**src/rtl/hdlc_af_pkg.sv**
```systemverilog
package hdlc_af_pkg;
    typedef enum logic [2:0] {
        AF_IDLE,
        AF_WAIT_A1,
        AF_WAIT_A2,
        AF_PASS,
        AF_DROP
    } af_state_t;
endpackage

```
**src/rtl/hdlc_af_match.sv**
```systemverilog
// Compares the address field (byte bits above the extension bit) with one mask byte.
module hdlc_af_match #(
    parameter int DATA_W = 8,
    localparam int FIELD_W = DATA_W - 1
) (
    input  logic [FIELD_W-1:0] addr_field,
    input  logic [DATA_W-1:0]  mask_cfg,
    input  logic               wide_mode,
    output logic               hit,
    output logic               all_ones,
    output logic               lane_en
);
    logic full_eq;
    logic short_eq;

    always_comb begin
        full_eq  = (addr_field == mask_cfg[DATA_W-1:1]);
        short_eq = (addr_field[FIELD_W-1:1] == mask_cfg[DATA_W-1:2]);
        lane_en  = mask_cfg[0];
        all_ones = &addr_field;
        hit      = !lane_en || (wide_mode ? full_eq : short_eq);
    end
endmodule

```
**src/rtl/hdlc_af_fsm.sv**
```systemverilog
module hdlc_af_fsm
    import hdlc_af_pkg::*;
(
    input  logic clk,
    input  logic rst_n,
    input  logic filter_en,
    input  logic frame_start,
    input  logic frame_end,
    input  logic byte_vld,
    input  logic ext_last,
    input  logic hit1,
    input  logic ones1,
    input  logic en1,
    input  logic hit2,
    input  logic ones2,
    input  logic en2,
    output logic accept,
    output logic store_en
);
    af_state_t state, state_nxt;
    logic      hit1_q;
    logic      dec_single;
    logic      dec_double;

    always_comb begin
        dec_single = (ones1 && en1) || hit1;
        dec_double = (ones2 && en1 && en2) || (hit1_q && hit2);
    end

    // next-state
    always_comb begin
        state_nxt = state;
        if (frame_start) begin
            state_nxt = AF_WAIT_A1;
        end else begin
            unique case (state)
                AF_IDLE:    state_nxt = AF_IDLE;
                AF_WAIT_A1: begin
                    if (frame_end)
                        state_nxt = AF_DROP;
                    else if (byte_vld)
                        state_nxt = ext_last ? (dec_single ? AF_PASS : AF_DROP)
                                             : AF_WAIT_A2;
                end
                AF_WAIT_A2: begin
                    if (frame_end)
                        state_nxt = AF_DROP;
                    else if (byte_vld)
                        state_nxt = dec_double ? AF_PASS : AF_DROP;
                end
                AF_PASS:    state_nxt = AF_PASS;
                AF_DROP:    state_nxt = AF_DROP;
                default:    state_nxt = AF_IDLE;
            endcase
        end
    end

    // state register
    always_ff @(posedge clk) begin
        if (!rst_n) begin
            state  <= AF_IDLE;
            hit1_q <= 1'b0;
        end else begin
            state <= state_nxt;
            if (state == AF_WAIT_A1 && byte_vld && !frame_start)
                hit1_q <= hit1;
        end
    end

    // outputs
    always_comb begin
        accept   = !filter_en || (state == AF_PASS);
        store_en = byte_vld && accept;
    end

    assert_idle_R1: assert property (@(posedge clk) disable iff (!rst_n)
        (state == AF_IDLE && !frame_start) |=> state == AF_IDLE);

    assert_ext_R6: assert property (@(posedge clk) disable iff (!rst_n)
        (state == AF_WAIT_A1 && byte_vld && !ext_last && !frame_start && !frame_end)
        |=> state == AF_WAIT_A2);

    assert_hold_R9: assert property (@(posedge clk) disable iff (!rst_n)
        ((state == AF_PASS || state == AF_DROP) && !frame_start)
        |=> state == $past(state));

    assert_abort_R10: assert property (@(posedge clk) disable iff (!rst_n)
        ((state == AF_WAIT_A1 || state == AF_WAIT_A2) && frame_end && !frame_start)
        |=> state == AF_DROP);

    assert_restart_R13: assert property (@(posedge clk) disable iff (!rst_n)
        frame_start |=> state == AF_WAIT_A1);
endmodule

```
**src/rtl/hdlc_addr_filter.sv**
```systemverilog
module hdlc_addr_filter #(
    parameter int DATA_W = 8,
    localparam int FIELD_W = DATA_W - 1
) (
    input  logic              clk,
    input  logic              rst_n,
    input  logic              filter_en,
    input  logic              seven_bit_mode,
    input  logic [DATA_W-1:0] cfg_first,
    input  logic [DATA_W-1:0] cfg_second,
    input  logic              frame_start,
    input  logic              frame_end,
    input  logic              byte_vld,
    input  logic [DATA_W-1:0] byte_data,
    output logic              accept,
    output logic              store_en
);
    logic hit1, ones1, en1;
    logic hit2, ones2, en2;
    logic [FIELD_W-1:0] field;

    assign field = byte_data[DATA_W-1:1];

    hdlc_af_match #(.DATA_W(DATA_W)) u_match_first (
        .addr_field (field),
        .mask_cfg   (cfg_first),
        .wide_mode  (seven_bit_mode),
        .hit        (hit1),
        .all_ones   (ones1),
        .lane_en    (en1)
    );

    hdlc_af_match #(.DATA_W(DATA_W)) u_match_second (
        .addr_field (field),
        .mask_cfg   (cfg_second),
        .wide_mode  (1'b1),
        .hit        (hit2),
        .all_ones   (ones2),
        .lane_en    (en2)
    );

    hdlc_af_fsm u_fsm (
        .clk         (clk),
        .rst_n       (rst_n),
        .filter_en   (filter_en),
        .frame_start (frame_start),
        .frame_end   (frame_end),
        .byte_vld    (byte_vld),
        .ext_last    (byte_data[0]),
        .hit1        (hit1),
        .ones1       (ones1),
        .en1         (en1),
        .hit2        (hit2),
        .ones2       (ones2),
        .en2         (en2),
        .accept      (accept),
        .store_en    (store_en)
    );
endmodule

```
**config.mk**
```make
export PLATFORM = sky130hd
export DESIGN_NAME = hdlc_addr_filter
export DESIGN_NICKNAME = d
export VERILOG_FILES = /design/src/rtl/hdlc_af_pkg.sv /design/src/rtl/hdlc_af_match.sv /design/src/rtl/hdlc_af_fsm.sv /design/src/rtl/hdlc_addr_filter.sv
export SDC_FILE = /design/constraint.sdc
export NUM_CORES = 1
export LEC_CHECK = 0
export ABC_AREA = 0
export BUFFER_PORTS_ARGS = -buffer_cell sky130_fd_sc_hd__buf_2
export CAP_MARGIN = 30
export CORE_AREA = 2 2 39 41
export CTS_BUF_LIST = sky130_fd_sc_hd__clkbuf_4 sky130_fd_sc_hd__clkbuf_8 sky130_fd_sc_hd__clkbuf_16
export DETAILED_ROUTE_END_ITERATION = 10
export DIE_AREA = 0 0 41 43
export PLACE_DENSITY = 0.74
export SYNTH_ARGS = -nofsm -noshare
export SYNTH_HDL_FRONTEND = slang
export SYNTH_HIERARCHICAL = 1
export SYNTH_SLANG_ARGS = --single-unit
```
**constraint.sdc**
```tcl
create_clock -name clk -period 1.7 [get_ports clk]
set_input_delay 0.255 -clock clk [delete_from_list [all_inputs] [get_ports clk]]
set_output_delay 0.255 -clock clk [all_outputs]
set_load 0.02 [all_outputs]
```
# Word level (Yosys, flattened, before mapping)
# Index checks and enable logic that the tools add are counted.
[word_totals]
reg_bits = 4
output_inout_bits = 2
word_cells = 44
[classes]
n_eq_ne = 11
mux = 10
bitwise_logic = 1
reduce_logical = 19
[op_table]
columns = ["op", "count"]
rows = [
  ["3-bit two-way mux", 7],
  ["7-bit equality test", 2],
  ["3-bit case mux with 4 select lines", 1],
  ["4-bit inequality test (second input constant)", 2],
  ["7-bit AND reduction", 1],
  ["3-bit by 2-bit equality test with 1-bit output (second input constant)", 2],
  ["6-bit equality test", 1],
  ["1-bit logical AND", 6],
  ["3-bit inequality test (second input constant)", 2],
  ["1-bit logical OR", 5],
  ["1-bit logical NOT", 4],
  ["2-bit AND reduction", 2],
  ["3-bit by 1-bit equality test with 1-bit output (second input constant)", 1],
  ["3-bit equality test (second input constant)", 1],
  ["1-bit two-way mux", 2],
  ["2-bit OR reduction", 1],
  ["1-bit NOT", 1],
]

# Longest topological paths before layout
# Gate-level depths: netlist of run 1.
[depth]
depth_word = 10
depth_mapped = 7
ltp_nobuf = 7

# Hierarchy
# Netlist of run 1, hierarchy kept.
[by_module_without_submodules]
columns = ["mod", "instances", "cells_per_inst", "area_each_um2", "seq_area_each_um2"]
rows = [
  ["hdlc_af_fsm", 1, 37, 294.0, 80.1],
  ["hdlc_af_match", 2, 14, 103.8, 0.0],
  ["hdlc_addr_filter", 1, 1, 3.8, 0.0],
]

# Worst setup path before layout of run 1
# OpenSTA, ideal clock, no wires.
[synth_timing]
path_type = "register to output"
startpoint = "register u_fsm.state[2]"
endpoint = "output store_en"
arrival_time_ps = 1373
t_required_ps = 1445
path_slack_ps = 72
path_stages_with_launch = 4
n_path_buf = 0
cell_sequence = "dfxtp_1 -> nand2b_1 -> o21ai_0 -> and2_1"
[synth_via]
elab_chain_len = 3
[synth_lines]
columns = ["item", "line", "text"]
rows = [
  ["start, declared", "hdlc_af_fsm.sv:20", "af_state_t state, state_nxt;"],
  ["start signal, assigned", "hdlc_af_fsm.sv:64", "state <= state_nxt;"],
  ["3-bit by 2-bit equality test with 1-bit output", "hdlc_af_fsm.sv:72", "accept = !filter_en || (state == AF_PASS);"],
  ["1-bit logical OR", "hdlc_af_fsm.sv:72", ""],
  ["via accept", "hdlc_addr_filter.sv:15", "output logic accept,"],
  ["1-bit logical AND", "hdlc_af_fsm.sv:73", "store_en = byte_vld && accept;"],
  ["end, declared", "hdlc_addr_filter.sv:16", "output logic store_en"],
]
# The timed path passes the listed nets, and every way through them passes these cells.

# Worst setup path in the final report of run 1
[layout_timing]
startpoint = "input byte_data[1]"
endpoint = "register u_fsm.state[0]"
[layout_via]
elab_cells_between_ends = 20
classes_between = "eq/ne (2); mux (10); reduce/logical (8)"
[layout_rtl]
columns = ["item", "line", "text"]
rows = [
  ["start, declared", "hdlc_addr_filter.sv:14", "input logic [DATA_W-1:0] byte_data,"],
  ["7-bit equality test", "hdlc_af_match.sv:17", "full_eq = (addr_field == mask_cfg[DATA_W-1:1]);"],
  ["1-bit logical OR", "hdlc_af_match.sv:21", "hit = !lane_en || (wide_mode ? full_eq : short_eq);"],
  ["via hit2", "hdlc_addr_filter.sv:19", "logic hit2, ones2, en2;"],
  ["1-bit logical AND", "hdlc_af_fsm.sv:27", "dec_double = (ones2 && en1 && en2) || (hit1_q && hit2);"],
  ["1-bit logical OR", "hdlc_af_fsm.sv:27", ""],
  ["3-bit two-way mux", "hdlc_af_fsm.sv:49", "state_nxt = dec_double ? AF_PASS : AF_DROP;"],
  ["3-bit two-way mux", "hdlc_af_fsm.sv:48", "else if (byte_vld)"],
  ["3-bit two-way mux", "hdlc_af_fsm.sv:46", "if (frame_end)"],
  ["3-bit case mux with 4 select lines", "hdlc_af_fsm.sv:36", "unique case (state)"],
  ["1-bit two-way mux", "hdlc_af_fsm.sv:33", "if (frame_start) begin"],
]
# The timed path passes the listed nets, and every way through them passes these cells. The select of a mux whose other input is x is not followed.
# A chain may end at the register's enable or synchronous reset.

==> impl_metrics.yaml, run 1 <==
clock_tree:
  htreeDepth: 1
  post_cts_buffers: 0
  insertion_delay_ps: 230
  root_buffer: "clkbuf_4"
  cts_buffers: 3
  tritoncts: "done"
  post_cts_resized: 0
  clock-sinks: 4
  cts_max_path_buffers: 2
  clk_pin_slew_ps: 40
  cts-hold-fix-buffers: 0
layout:
  synthToLayoutAreaGrowth_pct: 41.6
  antennaDiodeCount: 0
  layout_common_cells: "32 x buf_2, 8 x xnor2_1, 6 x xor2_1"
  nets: 135
  drive_gt1_share_pct: 38.2
  fillCellCount: 142
  mostFrequentLayoutCell: "buf_2"
  final_area_sq_um: 716
  final_util_pct: 51.7
  stdcell_count: 118
setup_path:
  timing.rr.end: "u_fsm/state[0]"
  crit_start: "byte_data[1]"
  ff2ff_path_depth: 4
  start_kind: "input pin"
  cp-end-kind: "register"
  reg2reg_slack_ps: 430
  required_ps: 1860
  crit_end: "u_fsm/state[0]"
  arrival_ps: 1760
  timing_worst_setup_path_type: "in2reg"
  r2r_start: "u_fsm/state[0]"
  cp_max_fo: 3
placement:
  dp_hpwl_um: 1100
  pre_cts_ws_ps: -135
  dp_cells: 115
  placed_area_sq_um: 693
  port_buffers: 32
  globalplace.congestion: 0.804
global_routing:
  track_usage_pct: 15.6
  grt_pass1_wl_um: 1930
  grt_pass1_vias: 545
  overflow: 0
  grt_max_degree: 8
  antenna_found_initial: 0
sta:
  finClkSkew_ps: 3.45
  hold_slack_ps: 272
  drv_slew: 0
  rsz0062_at_grt: "no"
  finalCritPeriodShare_pct: 94.1
  fin_ws_ps: 99.5
  post-route-min-period_ps: 1600
  setup_viol: 0
  fmax_ghz: 0.625
  hold_viol: 0
  totalNegativeSetupSlack_ps: 0
die:
  start_util_pct: 36.5
  rows: 14
  die_h_um: 43
  die-area_sq_um: 1760
  core_sq_um: 1380
  io_pins: 33
  die_w_um: 41
synth:
  yosysWarnings: 6
  synth_flop_cell: "dfxtp_1"
  syn-mean-instance-area_sq_um: 7.66
  synth_nets: 97
  async_reset_ff_share_pct: 0
  ys_ff_latch: 4
  synth_area_sq_um: 505
  synth_edf_count: 0
  seq_area_frac_synth_pct: 15.8
  syn_inst: 66
  ys_types: 29
drt:
  drc: 0
  drt_iter0_markers: 18
  first_pass_iters: 4
  routed_wl_um: 1230
  drt-wirelength-per-cell_um: 10.4
  vias: 617
  vias_per_cell: 5.23
  ant_nets: 0
outcome:
  outcome: "complete, no violations"
pwr:
  ir_worst_vdd_uv: 223
  p_per_area_nw_per_um2: 468
  power_mw: 0.335
  p_leak_nw: 0.311
flow_run:
  cap_violations: 0
worst_hold_path:
  holdCritPathClass: "in2reg"
  whs_path_depth: 2
  hold_start: "rst_n"
[how the worst min path moves through the flow]
stage,to
5_1_grt,u_fsm/hit1_q
2_1_floorplan,u_fsm/hit1_q
3_3_place_gp,u_fsm/hit1_q
3_5_place_dp,u_fsm/hit1_q
4_1_cts,u_fsm/hit1_q
6_report,u_fsm/hit1_q
[layout make-up]
| cell class | count | area, sq um | share of cell area, % |
|---|---|---|---|
| Timing Repair Buffer | 35 | 183 | 25.5 |
| Tap cell | 16 | 20.0 | 2.80 |
| Inverter | 1 | 3.75 | 0.524 |
| Clock buffer | 3 | 22.5 | 3.15 |
| Multi-Input combinational cell | 59 | 407 | 56.8 |
| Sequential cell | 4 | 80.1 | 11.2 |
[metal layers]
| metal | part of all wire, % | vias to the layer above | track usage (%) |
|---|---|---|---|
| met5 | 0 | - | 0 |
| met4 | 0 | 0 | 6.00 |
| met3 | 6.8 | 0 | 3.14 |
| met2 | 52 | 23 | 27.5 |
| met1 | 41 | 279 | 16.7 |
| li1 | - | 315 | - |
[sequential cells by signal, indices dropped and copies added (netlist names)]
signal	cells
u_fsm/state	3
u_fsm/hit1_q	1
[critical path: stages]
cell      delay (ps)
buf_2            120
xor2_1           160
a211o_1          280
o21ai_1          180
a21oi_1           90
a221oi_1         340
o221ai_1         180
a21boi_1         150
[Yosys cell counts, types with 2 or more instances]
| library cell | number | share of area [%] |
|---|---|---|
| nand3_1 | 4 | 4.0 |
| a211o_1 | 2 | 3.5 |
| nor2b_1 | 2 | 2.5 |
| nand4_1 | 4 | 4.9 |
| dfxtp_1 | 4 | 16 |
| o21ai_0 | 5 | 4.9 |
| o21ai_1 | 2 | 2.0 |
| a21oi_1 | 5 | 4.9 |
| nor2_1 | 5 | 3.7 |
| xnor2_1 | 8 | 14 |
| buf_4 | 2 | 3.0 |
| xor2_1 | 6 | 10 |
[cells by family after synthesis]
logic type,after synthesis,share of synthesized area (%)
simple gates,22,27.5
compound gates,21,26.0
xor+xnor,14,24.3
flops,4,15.8
buf+inv,3,3.71
mux,1,1.98
other cells,1,0.742
[power by group]
part	internal [mW]	switching, mW	total (mW)
clock network	0.0787	0.0351	0.114
logic	0.0659	0.0546	0.121
registers	0.0968	0.00356	0.100
total	0.241	0.0932	0.335
Note: power is estimated with default switching activity, not from simulation.
==> run 2: changes to the inputs <==
BUFFER_PORTS_ARGS = -buffer_cell sky130_fd_sc_hd__buf_4   (was -buffer_cell sky130_fd_sc_hd__buf_2)
==> run 2 against run 1 <==
Die area is the same. Clock power grew 4%. Flip-flop and latch count is the same. Wire length grew 19%. Critical path depth is the same. Sequential power is essentially flat. Cell area grew 11%. Register-to-register slack lost 30 ps. Worst setup slack gained 13 ps. Count of clock-buffer cells in the layout is the same. Critical path type unchanged. Largest cell class unchanged. Largest power group unchanged. Highest routed layer is now met4.
==> impl_metrics.yaml, run 2 (synthesis gave the netlist of run 1 again) <==
die:
  die_h_um: 43
  start_util_pct: 36.5
  die-area_sq_um: 1760
  rows: 14
  io_pins: 33
  die_w_um: 41
  core_sq_um: 1380
pwr:
  p_sw_share_pct: 27.7
  clkPwrFrac_pct: 32.5
  seq_power_share_pct: 27.7
  p_per_area_nw_per_um2: 456
  power.switching_mw: 0.101
  combPwrFrac_pct: 39.8
  ir_worst_vdd_uv: 178
  power_mw: 0.363
  intPower_mw: 0.263
  p_leak_nw: 0.339
sta:
  finClkSkew_ps: 3.25
  setup_viol: 0
  totalNegativeSetupSlack_ps: 0
  hold_viol: 0
  post-route-min-period_ps: 1590
  rsz0062_at_grt: "no"
  fmax_ghz: 0.630
  drv_slew: 0
  finalCritPeriodShare_pct: 93.4
  hold_slack_ps: 252
clock_tree:
  cts_buffers: 3
  htreeDepth: 1
  cts-hold-fix-buffers: 0
  root_buffer: "clkbuf_4"
  clock-sinks: 4
  tritoncts: "done"
  cts_max_path_buffers: 2
  insertion_delay_ps: 230
  post_cts_resized: 0
  post_cts_buffers: 0
  clk_pin_slew_ps: 40
setup_path:
  timing_worst_setup_path_type: "in2reg"
  required_ps: 1870
  start_kind: "input pin"
  critPathMaxStageDelay_ps: 360
  r2r_start: "u_fsm/state[0]"
  reg2reg_slack_ps: 400
  cp-end-kind: "register"
  crit_path_top_delay_cell: "a221oi_1"
  ff2ff_path_depth: 4
  timing.rr.end: "u_fsm/state[0]"
  arrival_ps: 1750
  cp_max_fo: 3
  cp_cell_sequence: "buf_4, xor2_1, a211o_1, o21ai_1, a21oi_1, a221oi_1, o221ai_1, a21boi_1"
layout:
  top_regs: "u_fsm/state: 3 flops, u_fsm/hit1_q: 1 flops"
  final_util_pct: 57.5
  drive_gt1_share_pct: 38.2
  largest-register: "u_fsm/state"
  synthToLayoutAreaGrowth_pct: 57.4
  largest_reg_flops: 3
  mostFrequentLayoutCell: "buf_4"
  layout_common_cells: "35 x buf_4, 8 x xnor2_1, 6 x xor2_1"
  fillCellCount: 140
  antennaDiodeCount: 0
  nets: 135
  final_area_sq_um: 796
drt:
  routed_wl_um: 1460
  first_pass_iters: 4
  drc: 0
  drt-wirelength-per-cell_um: 12.4
  vias: 639
  drt_iter0_markers: 13
  vias_per_cell: 5.42
  ant_nets: 0
global_routing:
  grt_pass1_wl_um: 2220
  antenna_found_initial: 0
  grt_max_degree: 8
  overflow: 0
  grt_pass1_vias: 607
  track_usage_pct: 18.2
worst_hold_path:
  whs_path_depth: 2
  holdCritPathClass: "in2reg"
  hold_end: "u_fsm/hit1_q"
  hold_start: "rst_n"
flow_run:
  cap_violations: 0
placement:
  placed_area_sq_um: 773
  port_buffers: 32
  dp_hpwl_um: 1220
  globalplace.congestion: 0.814
outcome:
  outcome: "complete, no violations"
run 2: changes by cell type in the layout (fill, tap and decap cells not counted):
cell,delta
buf_2,-32
buf_4,+32
run 2: layout make-up:
| type | instances | area (sq um) | area share, % |
|---|---|---|---|
| timing repair buffer | 35 | 263 | 33.0 |
| inverter | 1 | 3.75 | 0.472 |
| multi-input combinational | 59 | 407 | 51.1 |
| sequential | 4 | 80.1 | 10.1 |
| clock buffer | 3 | 22.5 | 2.83 |
| tap | 16 | 20.0 | 2.52 |
run 2: metrics by stage:
step,std cells,setup WS [ps]
after floorplan,66,71.8
after global placement,115,-63.4
after detailed placement,115,-75.7
after CTS,118,150
after global routing,118,17.6
final,118,113
run 2: how the worst max path moves through the flow:
stage | start | endpoint | slack, ps | depth (start not counted)
after floorplan | u_fsm/state[2] | store_en | 70 | 3
after global placement | byte_data[1] | u_fsm/state[0] | -60 | 8
after detailed placement | byte_data[1] | u_fsm/state[0] | -80 | 8
after CTS | u_fsm/state[2] | store_en | 150 | 4
after global routing | byte_data[1] | u_fsm/state[0] | 20 | 8
final | byte_data[1] | u_fsm/state[0] | 110 | 8
run 2: power by group through the flow:
stage                     clock network [mW]  logic, mW  registers [mW]
after detailed placement                   0      0.145           0.102
after CTS                              0.122      0.145           0.100
after global placement                     0      0.141           0.102
after global routing                   0.129      0.158           0.101
after floorplan                            0     0.0613           0.101
final                                  0.118      0.145           0.101
run 2: routing by layer:
| layer | wire, um | up-vias | track usage [%] | share of wire (%) |
|---|---|---|---|---|
| li1 | - | 312 | - | - |
| met4 | 40 | 0 | 12.7 | 2.7 |
| met2 | 798 | 30 | 31.3 | 55 |
| met1 | 524 | 291 | 18.3 | 36 |
| met3 | 95 | 6 | 2.62 | 6.5 |
| met5 | 0 | - | 0 | 0 |
run 2: critical path, delay by kind of cell:
kind | cells | cell delay [ps]
compound gates | 6 | 1220
xor+xnor | 1 | 150
buf+inv | 1 | 120
